`src/rtl/fifo_req_pkg.sv`:
```
package fifo_req_pkg;
  localparam int FLAG_N = 8;
  localparam int QIDX_W = 3;
  localparam int B_NONCOH = 0;
  localparam int B_ROVF   = 1;
  localparam int B_CUNF   = 2;
  localparam int B_DRAIN  = 3;
  localparam int B_FILL   = 4;
  localparam int B_EOQ    = 5;
  localparam int B_PAUSE  = 6;
  localparam int B_TOVR   = 7;

  typedef enum logic [1:0] {
    RK_FLAGS  = 2'd0,
    RK_ENABLE = 2'd1,
    RK_SELECT = 2'd2,
    RK_NONE   = 2'd3
  } regKind_t;

  typedef struct packed {
    logic              clrFlags;
    logic              ldEnable;
    logic              ldSelect;
    logic [QIDX_W-1:0] queue;
    logic [FLAG_N-1:0] data;
  } regStrobe_t;
endpackage

```
`src/rtl/fifo_req_regif.sv`:
```
module fifo_req_regif
  import fifo_req_pkg::*;
#(
  parameter int NUM_Q = 6
) (
  input  logic                           regWe,
  input  logic [QIDX_W+1:0]              regAddr,
  input  logic [FLAG_N-1:0]              regWdata,
  input  logic [NUM_Q-1:0][FLAG_N-1:0]   flagsQ,
  input  logic [NUM_Q-1:0][FLAG_N-1:0]   enQ,
  input  logic [NUM_Q-1:0][1:0]          selQ,
  output regStrobe_t                     strobe,
  output logic [FLAG_N-1:0]              regRdata
);
  regKind_t          kind;
  logic [QIDX_W-1:0] qIdx;
  logic              qValid;

  assign kind   = regKind_t'(regAddr[1:0]);
  assign qIdx   = regAddr[QIDX_W+1:2];
  assign qValid = ({1'b0, qIdx} < (QIDX_W+1)'(NUM_Q));

  always_comb begin
    strobe       = '0;
    strobe.queue = qIdx;
    strobe.data  = regWdata;
    if (regWe && qValid) begin
      case (kind)
        RK_FLAGS:  strobe.clrFlags = 1'b1;
        RK_ENABLE: strobe.ldEnable = 1'b1;
        RK_SELECT: strobe.ldSelect = 1'b1;
        default:   ;
      endcase
    end
  end

  always_comb begin
    regRdata = '0;
    if (qValid) begin
      case (kind)
        RK_FLAGS:  regRdata = flagsQ[qIdx];
        RK_ENABLE: regRdata = enQ[qIdx];
        RK_SELECT: regRdata = {{(FLAG_N-2){1'b0}}, selQ[qIdx]};
        default:   regRdata = '0;
      endcase
    end
  end
endmodule

```
`src/rtl/fifo_req_flags.sv`:
```
module fifo_req_flags
  import fifo_req_pkg::*;
#(
  parameter int NUM_Q = 6
) (
  input  logic                           clk,
  input  logic                           rst,
  input  regStrobe_t                     strobe,
  input  logic [NUM_Q-1:0][FLAG_N-1:0]   evtSet,
  input  logic [NUM_Q-1:0]               rfifoEmpty,
  input  logic [NUM_Q-1:0]               cfifoFull,
  output logic [NUM_Q-1:0][FLAG_N-1:0]   flagsQ,
  output logic [NUM_Q-1:0][FLAG_N-1:0]   enQ,
  output logic [NUM_Q-1:0][1:0]          selQ,
  output logic [NUM_Q-1:0][FLAG_N-1:0]   irqQ,
  output logic [NUM_Q-1:0]               dmaDrain,
  output logic [NUM_Q-1:0]               dmaFill,
  output logic                           errIrq
);
  logic [NUM_Q-1:0][FLAG_N-1:0] reqQ;
  logic                         errAny;
  logic                         errOut;

  for (genvar q = 0; q < NUM_Q; q++) begin : g_queue
    logic              hit;
    logic [FLAG_N-1:0] setV;
    logic [FLAG_N-1:0] clrV;

    assign hit = (strobe.queue == QIDX_W'(q));

    always_comb begin
      setV          = evtSet[q];
      setV[B_DRAIN] = !rfifoEmpty[q];
      setV[B_FILL]  = !cfifoFull[q];
      clrV = (strobe.clrFlags && hit) ? strobe.data : '0;
      if (selQ[q][0]) clrV[B_DRAIN] = rfifoEmpty[q];
      if (selQ[q][1]) clrV[B_FILL]  = cfifoFull[q];
    end

    always_comb begin
      reqQ[q]          = flagsQ[q] & enQ[q];
      reqQ[q][B_DRAIN] = flagsQ[q][B_DRAIN] & enQ[q][B_DRAIN] & !selQ[q][0];
      reqQ[q][B_FILL]  = flagsQ[q][B_FILL]  & enQ[q][B_FILL]  & !selQ[q][1];
    end

    always_ff @(posedge clk) begin
      if (rst) begin
        flagsQ[q]   <= '0;
        enQ[q]      <= '0;
        selQ[q]     <= '0;
        irqQ[q]     <= '0;
        dmaDrain[q] <= 1'b0;
        dmaFill[q]  <= 1'b0;
      end else begin
        flagsQ[q]   <= setV | (flagsQ[q] & ~clrV);
        if (strobe.ldEnable && hit) enQ[q]  <= strobe.data;
        if (strobe.ldSelect && hit) selQ[q] <= strobe.data[1:0];
        irqQ[q]     <= reqQ[q];
        dmaDrain[q] <= flagsQ[q][B_DRAIN] & enQ[q][B_DRAIN] & selQ[q][0];
        dmaFill[q]  <= flagsQ[q][B_FILL]  & enQ[q][B_FILL]  & selQ[q][1];
      end
    end

    p_set_wins_r5: assert property (@(posedge clk) disable iff (rst)
      evtSet[q][B_EOQ] |=> flagsQ[q][B_EOQ]);
    p_w1c_r4: assert property (@(posedge clk) disable iff (rst)
      (strobe.clrFlags && hit && strobe.data[B_PAUSE] && !evtSet[q][B_PAUSE])
        |=> !flagsQ[q][B_PAUSE]);
    p_irq_lat_r3: assert property (@(posedge clk) disable iff (rst)
      (flagsQ[q][B_NONCOH] && enQ[q][B_NONCOH]) |=> irqQ[q][B_NONCOH]);
    p_dma_route_r6: assert property (@(posedge clk) disable iff (rst)
      dmaDrain[q] |-> !irqQ[q][B_DRAIN]);
    p_drain_auto_r8: assert property (@(posedge clk) disable iff (rst)
      (selQ[q][0] && rfifoEmpty[q]) |=> !flagsQ[q][B_DRAIN]);
    p_fill_auto_r9: assert property (@(posedge clk) disable iff (rst)
      (selQ[q][1] && cfifoFull[q]) |=> !flagsQ[q][B_FILL]);
  end

  always_comb begin
    errAny = 1'b0;
    errOut = 1'b0;
    for (int q = 0; q < NUM_Q; q++) begin
      errAny = errAny | reqQ[q][B_ROVF] | reqQ[q][B_CUNF] | reqQ[q][B_TOVR];
      errOut = errOut | irqQ[q][B_ROVF] | irqQ[q][B_CUNF] | irqQ[q][B_TOVR];
    end
  end

  always_ff @(posedge clk) begin
    if (rst) errIrq <= 1'b0;
    else     errIrq <= errAny;
  end

  p_err_merge_r10: assert property (@(posedge clk) disable iff (rst)
    errIrq == errOut);
endmodule

```
`src/rtl/fifo_req_ctrl.sv`:
```
module fifo_req_ctrl
  import fifo_req_pkg::*;
#(
  parameter int NUM_Q = 6
) (
  input  logic                    clk,
  input  logic                    rst,
  input  logic                    regWe,
  input  logic [QIDX_W+1:0]       regAddr,
  input  logic [FLAG_N-1:0]       regWdata,
  output logic [FLAG_N-1:0]       regRdata,
  input  logic [NUM_Q*FLAG_N-1:0] evtSet,
  input  logic [NUM_Q-1:0]        rfifoEmpty,
  input  logic [NUM_Q-1:0]        cfifoFull,
  output logic [NUM_Q*FLAG_N-1:0] irqOut,
  output logic [NUM_Q-1:0]        dmaDrain,
  output logic [NUM_Q-1:0]        dmaFill,
  output logic                    errIrq
);
  regStrobe_t                   strobe;
  logic [NUM_Q-1:0][FLAG_N-1:0] flagsQ;
  logic [NUM_Q-1:0][FLAG_N-1:0] enQ;
  logic [NUM_Q-1:0][1:0]        selQ;
  logic [NUM_Q-1:0][FLAG_N-1:0] evtQ;
  logic [NUM_Q-1:0][FLAG_N-1:0] irqQ;

  assign evtQ   = evtSet;
  assign irqOut = irqQ;

  fifo_req_regif #(.NUM_Q(NUM_Q)) u_regif (
    .regWe(regWe), .regAddr(regAddr), .regWdata(regWdata),
    .flagsQ(flagsQ), .enQ(enQ), .selQ(selQ),
    .strobe(strobe), .regRdata(regRdata)
  );

  fifo_req_flags #(.NUM_Q(NUM_Q)) u_flags (
    .clk(clk), .rst(rst), .strobe(strobe), .evtSet(evtQ),
    .rfifoEmpty(rfifoEmpty), .cfifoFull(cfifoFull),
    .flagsQ(flagsQ), .enQ(enQ), .selQ(selQ), .irqQ(irqQ),
    .dmaDrain(dmaDrain), .dmaFill(dmaFill), .errIrq(errIrq)
  );
endmodule

```
`config.mk`:
```
export PLATFORM = sky130hd
export DESIGN_NAME = fifo_req_ctrl
export DESIGN_NICKNAME = d
export VERILOG_FILES = /design/src/rtl/fifo_req_pkg.sv /design/src/rtl/fifo_req_regif.sv /design/src/rtl/fifo_req_flags.sv /design/src/rtl/fifo_req_ctrl.sv
export SDC_FILE = /design/constraint.sdc
export NUM_CORES = 1
export LEC_CHECK = 0
export BUFFER_PORTS_ARGS = -buffer_cell sky130_fd_sc_hd__buf_4
export CORE_MARGIN = 4
export CORE_UTILIZATION = 41
export DETAILED_ROUTE_END_ITERATION = 10
export PLACE_DENSITY = 0.74
export SLEW_MARGIN = 20
export SYNTH_ARGS = -nofsm -noshare
export SYNTH_HDL_FRONTEND = slang
export SYNTH_HIERARCHICAL = 1
export SYNTH_SLANG_ARGS = --single-unit
export TNS_END_PERCENT = 10
```
`constraint.sdc`:
```
create_clock -name clk -period 2.95 [get_ports clk]
set_input_delay 0.885 -clock clk [delete_from_list [all_inputs] [get_ports clk]]
set_output_delay 0.885 -clock clk [all_outputs]
set_load 0.1 [all_outputs]
```
=== Yosys cells after proc, flatten, opt, wreduce, memory -nomap -nowiden ===
Cells that the tools add are included.

* Bits in registers: 169
* Input port bits: 76
* Output and inout port bits: 69
* Word-level logic and storage cells: 198

* Magnitude comparators: 2
* Equal/unequal tests: 7
* Muxes and demuxes: 30
* Bitwise operators: 77
* Reductions and logical operators: 45

{| class="wikitable"
|+ Operators by type and width
! cell !! number
|-
| AND 8 bit || 12
|-
| 2-to-1 mux 8 bit || 9
|-
| binary-select mux 8 bit (select 3 bit) || 2
|-
| inverter 8 bit || 6
|-
| OR 8 bit || 6
|-
| AND 1 bit || 36
|-
| zero test 1 bit || 24
|-
| case mux 8 bit (3 select lines) || 1
|-
| logical AND 1 bit || 19
|-
| OR 1 bit || 17
|-
| 2-to-1 mux 1 bit || 15
|-
| binary-select mux 2 bit (select 3 bit) || 1
|-
| equality test 3 x 2 -> 1 bit, second input constant || 2
|-
| equality test 3 bit, second input constant || 2
|-
| less-than comparator 3 x 4 -> 1 bit, second input constant || 1
|-
| equality test 3 x 1 -> 1 bit, second input constant || 1
|-
| zero test 3 bit || 1
|-
| less-than comparator 3 bit, second input constant || 1
|-
| 2-to-1 mux 3 bit || 1
|-
| equality test 2 x 1 -> 1 bit, second input constant || 1
|-
| equality test 2 bit, second input constant || 1
|-
| zero test 2 bit || 1
|-
| 2-to-1 mux 2 bit || 1
|}

=== Logic depth before layout (Yosys ltp) ===
* Depth after elaboration: 18
* Depth in mapped cells: 9
* Depth with buffers taken out: 7

=== Cells and area by module ===
Netlist, hierarchy kept.

{| class="wikitable"
|+ By module, submodules not included
! module !! times used !! cells each !! area each (um^2) !! seq. area each (um^2)
|-
| fifo_req_flags || 1 || 679 || 5771.8 || 3383.2
|-
| fifo_req_regif || 1 || 124 || 1114.8 || 0.0
|}

=== Least setup slack after synthesis ===
No wires, ideal clock.

* Path kind: in2out
* From: input regAddr[2]
* To: output regRdata[0]
* Arrival time: 3132 ps
* Data required time: 2065 ps
* Path slack: -1067 ps
* Stages: 7
* Path buffers: 3
* Path through: buf_6 buf_12 buf_6 mux2i_1 a22oi_1 o21ai_0 a21oi_1

* Word-level cells in the longest chain between the ends: 4
* Elaborated cells on any way between the ends: 9
* Classes of those cells: order compare (1); mux (8)

{| class="wikitable"
|+ RTL lines
! what !! RTL line !! text
|-
| start: declaration || fifo_req_ctrl.sv:9 || <nowiki>input logic [QIDX_W+1:0] regAddr,</nowiki>
|-
| binary-select mux 2 bit (select 3 bit) (tied with other cells) || fifo_req_regif.sv:43 || <nowiki>RK_SELECT: regRdata = {{(FLAG_N-2){1'b0}}, selQ[qIdx]};</nowiki>
|-
| 2-to-1 mux 2 bit (not written as such) (tied with other cells) || fifo_req_regif.sv:43 ||
|-
| case mux 8 bit (3 select lines) || fifo_req_regif.sv:40 || <nowiki>case (kind)</nowiki>
|-
| 2-to-1 mux 8 bit (*) || fifo_req_regif.sv:39 || <nowiki>if (qValid) begin</nowiki>
|-
| end: declaration || fifo_req_ctrl.sv:11 || <nowiki>output logic [FLAG_N-1:0] regRdata,</nowiki>
|}

Every way passes the cells marked *; elsewhere a longest branch is shown, timed or not. The select of a mux whose other input is x is not followed.

=== Worst setup path after layout ===
* From: input regAddr[2]
* To: output regRdata[2]

* Word-level cells in the longest chain between the ends: 4
* Elaborated cells on any way between the ends: 7
* Classes of those cells: order compare (1); mux (6)

{| class="wikitable"
|+ RTL lines
! what !! RTL line
|-
| binary-select mux 8 bit (select 3 bit) (on tied branches) || fifo_req_regif.sv:42, fifo_req_regif.sv:41
|-
| 2-to-1 mux 8 bit (on tied branches) || fifo_req_regif.sv:42, fifo_req_regif.sv:41
|-
| case mux 8 bit (3 select lines) || fifo_req_regif.sv:40
|-
| 2-to-1 mux 8 bit (*) || fifo_req_regif.sv:39
|}

Marks and branches as above.

==> impl_metrics.prom <==
# TYPE chip_impl_metric gauge
chip_impl_info{name="failing_checks",value="negative setup slack"} 1
chip_impl_metric{name="number_of_antenna_violations_at_the_first_check_in_global_routing",unit=""} 0
chip_impl_metric{name="layout-area-overhead-vs-synth",unit="%"} 33.50
chip_impl_metric{name="yosys.cell_types.count",unit=""} 41
chip_impl_metric{name="drt_drc_violations_left",unit=""} 0
chip_impl_metric{name="die_w",unit="um"} 137.6
chip_impl_metric{name="arrival",unit="ns"} 2.19
chip_impl_info{name="netlist.top_cell.by_area",value="sky130_fd_sc_hd__dfxtp_1"} 1
chip_impl_metric{name="mappedNetlistNets",unit=""} 879
chip_impl_metric{name="dieArea",unit="um^2"} 18930
chip_impl_metric{name="ys.warnings.count",unit=""} 6
chip_impl_metric{name="fin_crit",unit="ns"} 3.078
chip_impl_metric{name="final.period_utilization",unit="%"} 104.3
chip_impl_metric{name="detail_route.vias_per_cell",unit=""} 5.424
chip_impl_info{name="ys.flop_type",value="sky130_fd_sc_hd__dfxtp_1"} 1
chip_impl_metric{name="synth_largest_type_area_fraction",unit="%"} 49.13
chip_impl_metric{name="cp.required",unit="ns"} 2.07
chip_impl_metric{name="h-tree-depth",unit=""} 4
chip_impl_metric{name="dr.pass1.iters",unit=""} 5
chip_impl_metric{name="final_max_slew_viol_count",unit=""} 0
chip_impl_info{name="timing.critical_path.from_type",value="primary input"} 1
chip_impl_metric{name="syn-cell-area",unit="um^2"} 6887
chip_impl_metric{name="hold-worst-slack",unit="ns"} 0.4572
chip_impl_metric{name="syn-instance-count",unit=""} 803
chip_impl_metric{name="power",unit="W"} 0.005374
chip_impl_info{name="tritoncts",value="done"} 1
chip_impl_metric{name="largest_net_degree_at_the_start_of_global_routing",unit=""} 69
chip_impl_metric{name="fmaxAchievable",unit="MHz"} 324.9
chip_impl_info{name="cp-end-kind",value="output pin"} 1
chip_impl_metric{name="dp_hpwl",unit="mm"} 13.87
chip_impl_metric{name="proportion_of_register_bits_with_asynchronous_set_or_reset_after_synthesis",unit="%"} 0
chip_impl_info{name="outcome",value="complete, but fails checks"} 1
chip_impl_metric{name="cts.path.max_buffers",unit=""} 2
chip_impl_metric{name="globalRouteOverflowTotal",unit=""} 0
chip_impl_metric{name="clock-sinks",unit=""} 169
chip_impl_metric{name="insertion_delay",unit="ns"} 0.44
chip_impl_metric{name="die_h",unit="um"} 137.6
chip_impl_info{name="worst_hold_path_type",value="reg -> reg"} 1
chip_impl_metric{name="clock-skew-final",unit="ns"} 0.009630
chip_impl_metric{name="max_rail_drop_vdd",unit="mV"} 0.4284
chip_impl_metric{name="floorplan.initialDensity",unit="%"} 41.67
chip_impl_metric{name="first_global_vias",unit=""} 5809
chip_impl_info{name="clk_root_buffer_cell",value="sky130_fd_sc_hd__clkbuf_16"} 1
chip_impl_metric{name="num_io_pins",unit=""} 145
chip_impl_metric{name="core_area",unit="um^2"} 16520
chip_impl_metric{name="drt_iter0_markers",unit=""} 692
chip_impl_metric{name="postLayoutSetupSlackWorst",unit="ns"} -0.1282
chip_impl_metric{name="drtAntennaViolNets",unit=""} 0
chip_impl_metric{name="timing.slew.headroom",unit="%"} 54.15
chip_impl_info{name="worst-setup-path-type",value="in -> out"} 1
chip_impl_metric{name="multiInputGateArea",unit="um^2"} 3313
chip_impl_metric{name="final-setup-viol-count",unit=""} 8
chip_impl_metric{name="avgSynthCellArea",unit="um^2"} 8.576
chip_impl_metric{name="timing_hold_violations_final",unit=""} 0
chip_impl_metric{name="synth_edf_count",unit=""} 0
chip_impl_metric{name="synth-seq-cells",unit=""} 169
chip_impl_metric{name="power-per-cell-area",unit="nW/um^2"} 584.5
chip_impl_metric{name="dp_worst_setup_slack",unit="ns"} -0.4896
chip_impl_info{name="post_synth_main_area_contributors",value="sky130_fd_sc_hd__dfxtp_1, sky130_fd_sc_hd__nand2_1, sky130_fd_sc_hd__a21oi_1"} 1
chip_impl_metric{name="diodes",unit=""} 0
chip_impl_metric{name="wire_length_of_the_first_global_routing_pass",unit="mm"} 31.04
chip_impl_metric{name="power.leakage",unit="nW"} 3.543
chip_impl_metric{name="cts_hold_buf",unit=""} 0
chip_impl_info{name="synth_commonest_cells",value="sky130_fd_sc_hd__nand2_1, sky130_fd_sc_hd__dfxtp_1, sky130_fd_sc_hd__a21oi_1, sky130_fd_sc_hd__nor2_1, sky130_fd_sc_hd__mux2i_1"} 1
chip_impl_metric{name="vias",unit=""} 6297
chip_impl_metric{name="row_count",unit=""} 47
chip_impl_metric{name="largest_fanout_on_the_critical_path",unit=""} 8
chip_impl_metric{name="seq_area",unit="um^2"} 3383
chip_impl_metric{name="drt_wl_total",unit="mm"} 20.59
chip_impl_info{name="rsz0062_at_grt",value="yes"} 1
chip_impl_metric{name="cts.clk_slew.worst_paths",unit="ns"} 0.07
chip_impl_metric{name="numCtsBuffers",unit=""} 17
chip_impl_metric{name="drive_above_1_share",unit="%"} 26.89
chip_impl_metric{name="gpl.final_weighted_congestion",unit=""} 0.8987
chip_impl_metric{name="groute.usage.overall",unit="%"} 21.48
chip_impl_metric{name="max_cap_violations",unit=""} 0
chip_impl_metric{name="seq_area_frac_synth",unit="%"} 49.13
chip_impl_metric{name="worstMarginPinSlew",unit="ns"} 0.6877
chip_impl_metric{name="wire_per_inst",unit="um"} 17.73
chip_impl_metric{name="port_buffers",unit=""} 132
chip_impl_info{name="synthMostInstantiatedCell",value="sky130_fd_sc_hd__nand2_1"} 1
chip_impl_metric{name="nFillCells",unit=""} 1459
chip_impl_metric{name="final_net_count",unit=""} 1005
through the flow:
| stage | TNS, ns | utilization (%) | cells | instance area, um^2 |
|---|---|---|---|---|
| after global placement | -3.447 | 49.04 | 1124 | 8104 |
| final | -0.6903 | 55.64 | 1161 | 9194 |
| after detailed placement | -3.532 | 49.04 | 1124 | 8104 |
| after floorplan | -1.262 | - | 803 | 6929 |
| after global routing | -0.9097 | 55.64 | 1161 | 9194 |
| after CTS | -0.8102 | 54.74 | 1160 | 9045 |
routing by layer:
metal	GRT usage, %	vias to the layer above	share of wire [%]
met5	0	-	0
met4	8.925	0	2.9
met3	4.748	46	9.2
met2	32.62	325	46
met1	29.48	2944	42
li1	-	2982	-
flip-flops by register name (all words and copies together), names as in the netlist:
| name | count |
|---|---|
| u_flags/errIrq | 1 |
| u_flags/irqQ | 48 |
| u_flags/enQ | 48 |
| u_flags/selQ | 12 |
| u_flags/dmaFill | 6 |
| u_flags/dmaDrain | 6 |
| u_flags/flagsQ | 48 |
critical path, stage by stage:
cell and delay, ns:
sky130_fd_sc_hd__buf_16 0.12, sky130_fd_sc_hd__buf_12 0.17, sky130_fd_sc_hd__mux2i_2 0.26, sky130_fd_sc_hd__o221ai_1 0.16
sky130_fd_sc_hd__a221o_2 0.41, sky130_fd_sc_hd__buf_12 0.18
where the power goes:
part / switching (W) / internal [W]
clock: 0.000977 / 0.00152
combinational: 0.000273 / 0.000220
sequential: 0.0000469 / 0.00233
total: 0.00130 / 0.00408
kinds of logic after synthesis:
logic type / share of synthesized area (%)
muxes: 8.557
buffers and inverters: 5.959
AOI/OAI and AO/OA: 11.94
and+or+nand+nor: 24.42
DFF: 49.13
cell type report:
class,count,share of cell area (%)
flip-flops and latches,169,36.80
multi-input cells,565,36.04
repair buffers,175,16.94
clock buffers,17,4.627
well taps,220,2.994
clock inverters,14,2.518
inverters,1,0.08165
cells in the final DEF (no fill, tap or decap), drive strengths merged:
cell,instances
o22ai,12
nor2,79
dfxtp,169
o32ai,2
nand2b,3
inv,7
nor2b,2
nand4,3
nor3b,14
or2,1
o221ai,6
and4b,3
nor4b,1
mux2i,36
o21ai,6
or3,1
a221o,6
nand2,215
and3,3
buf,174
a21oi,108
and4bb,1
nor3,13
nor4bb,3
clkinvlp,3
clkbuf,18
mux4,10
and3b,2
nand3b,12
a22oi,5
and4,1
a41oi,1
bufinv,5
and2,5
nand3,11
final timing paths:
path,startpoint,end,slack (ns),depth (start not counted)
hold reg to reg,u_flags/enQ[29]$_SDFFE_PP0P_,u_flags/irqQ[29]$_SDFF_PP0_,0.46,2
hold / removal,u_flags/enQ[29]$_SDFFE_PP0P_,u_flags/irqQ[29]$_SDFF_PP0_,0.46,2
setup reg to reg,u_flags/enQ[7]$_SDFFE_PP0P_,u_flags/errIrq$_SDFF_PP0_,1.73,4
setup / recovery,regAddr[2],regRdata[2],-0.13,6
repair_timing:
action                     4_1_cts  5_1_grt
buffers inserted                 3        0
setup endpoints to repair        8        8
pin swaps                        8        5
gates resized for setup         50       21
cloned                           2        1
No activity file was read; power rests on OpenSTA's default activity.
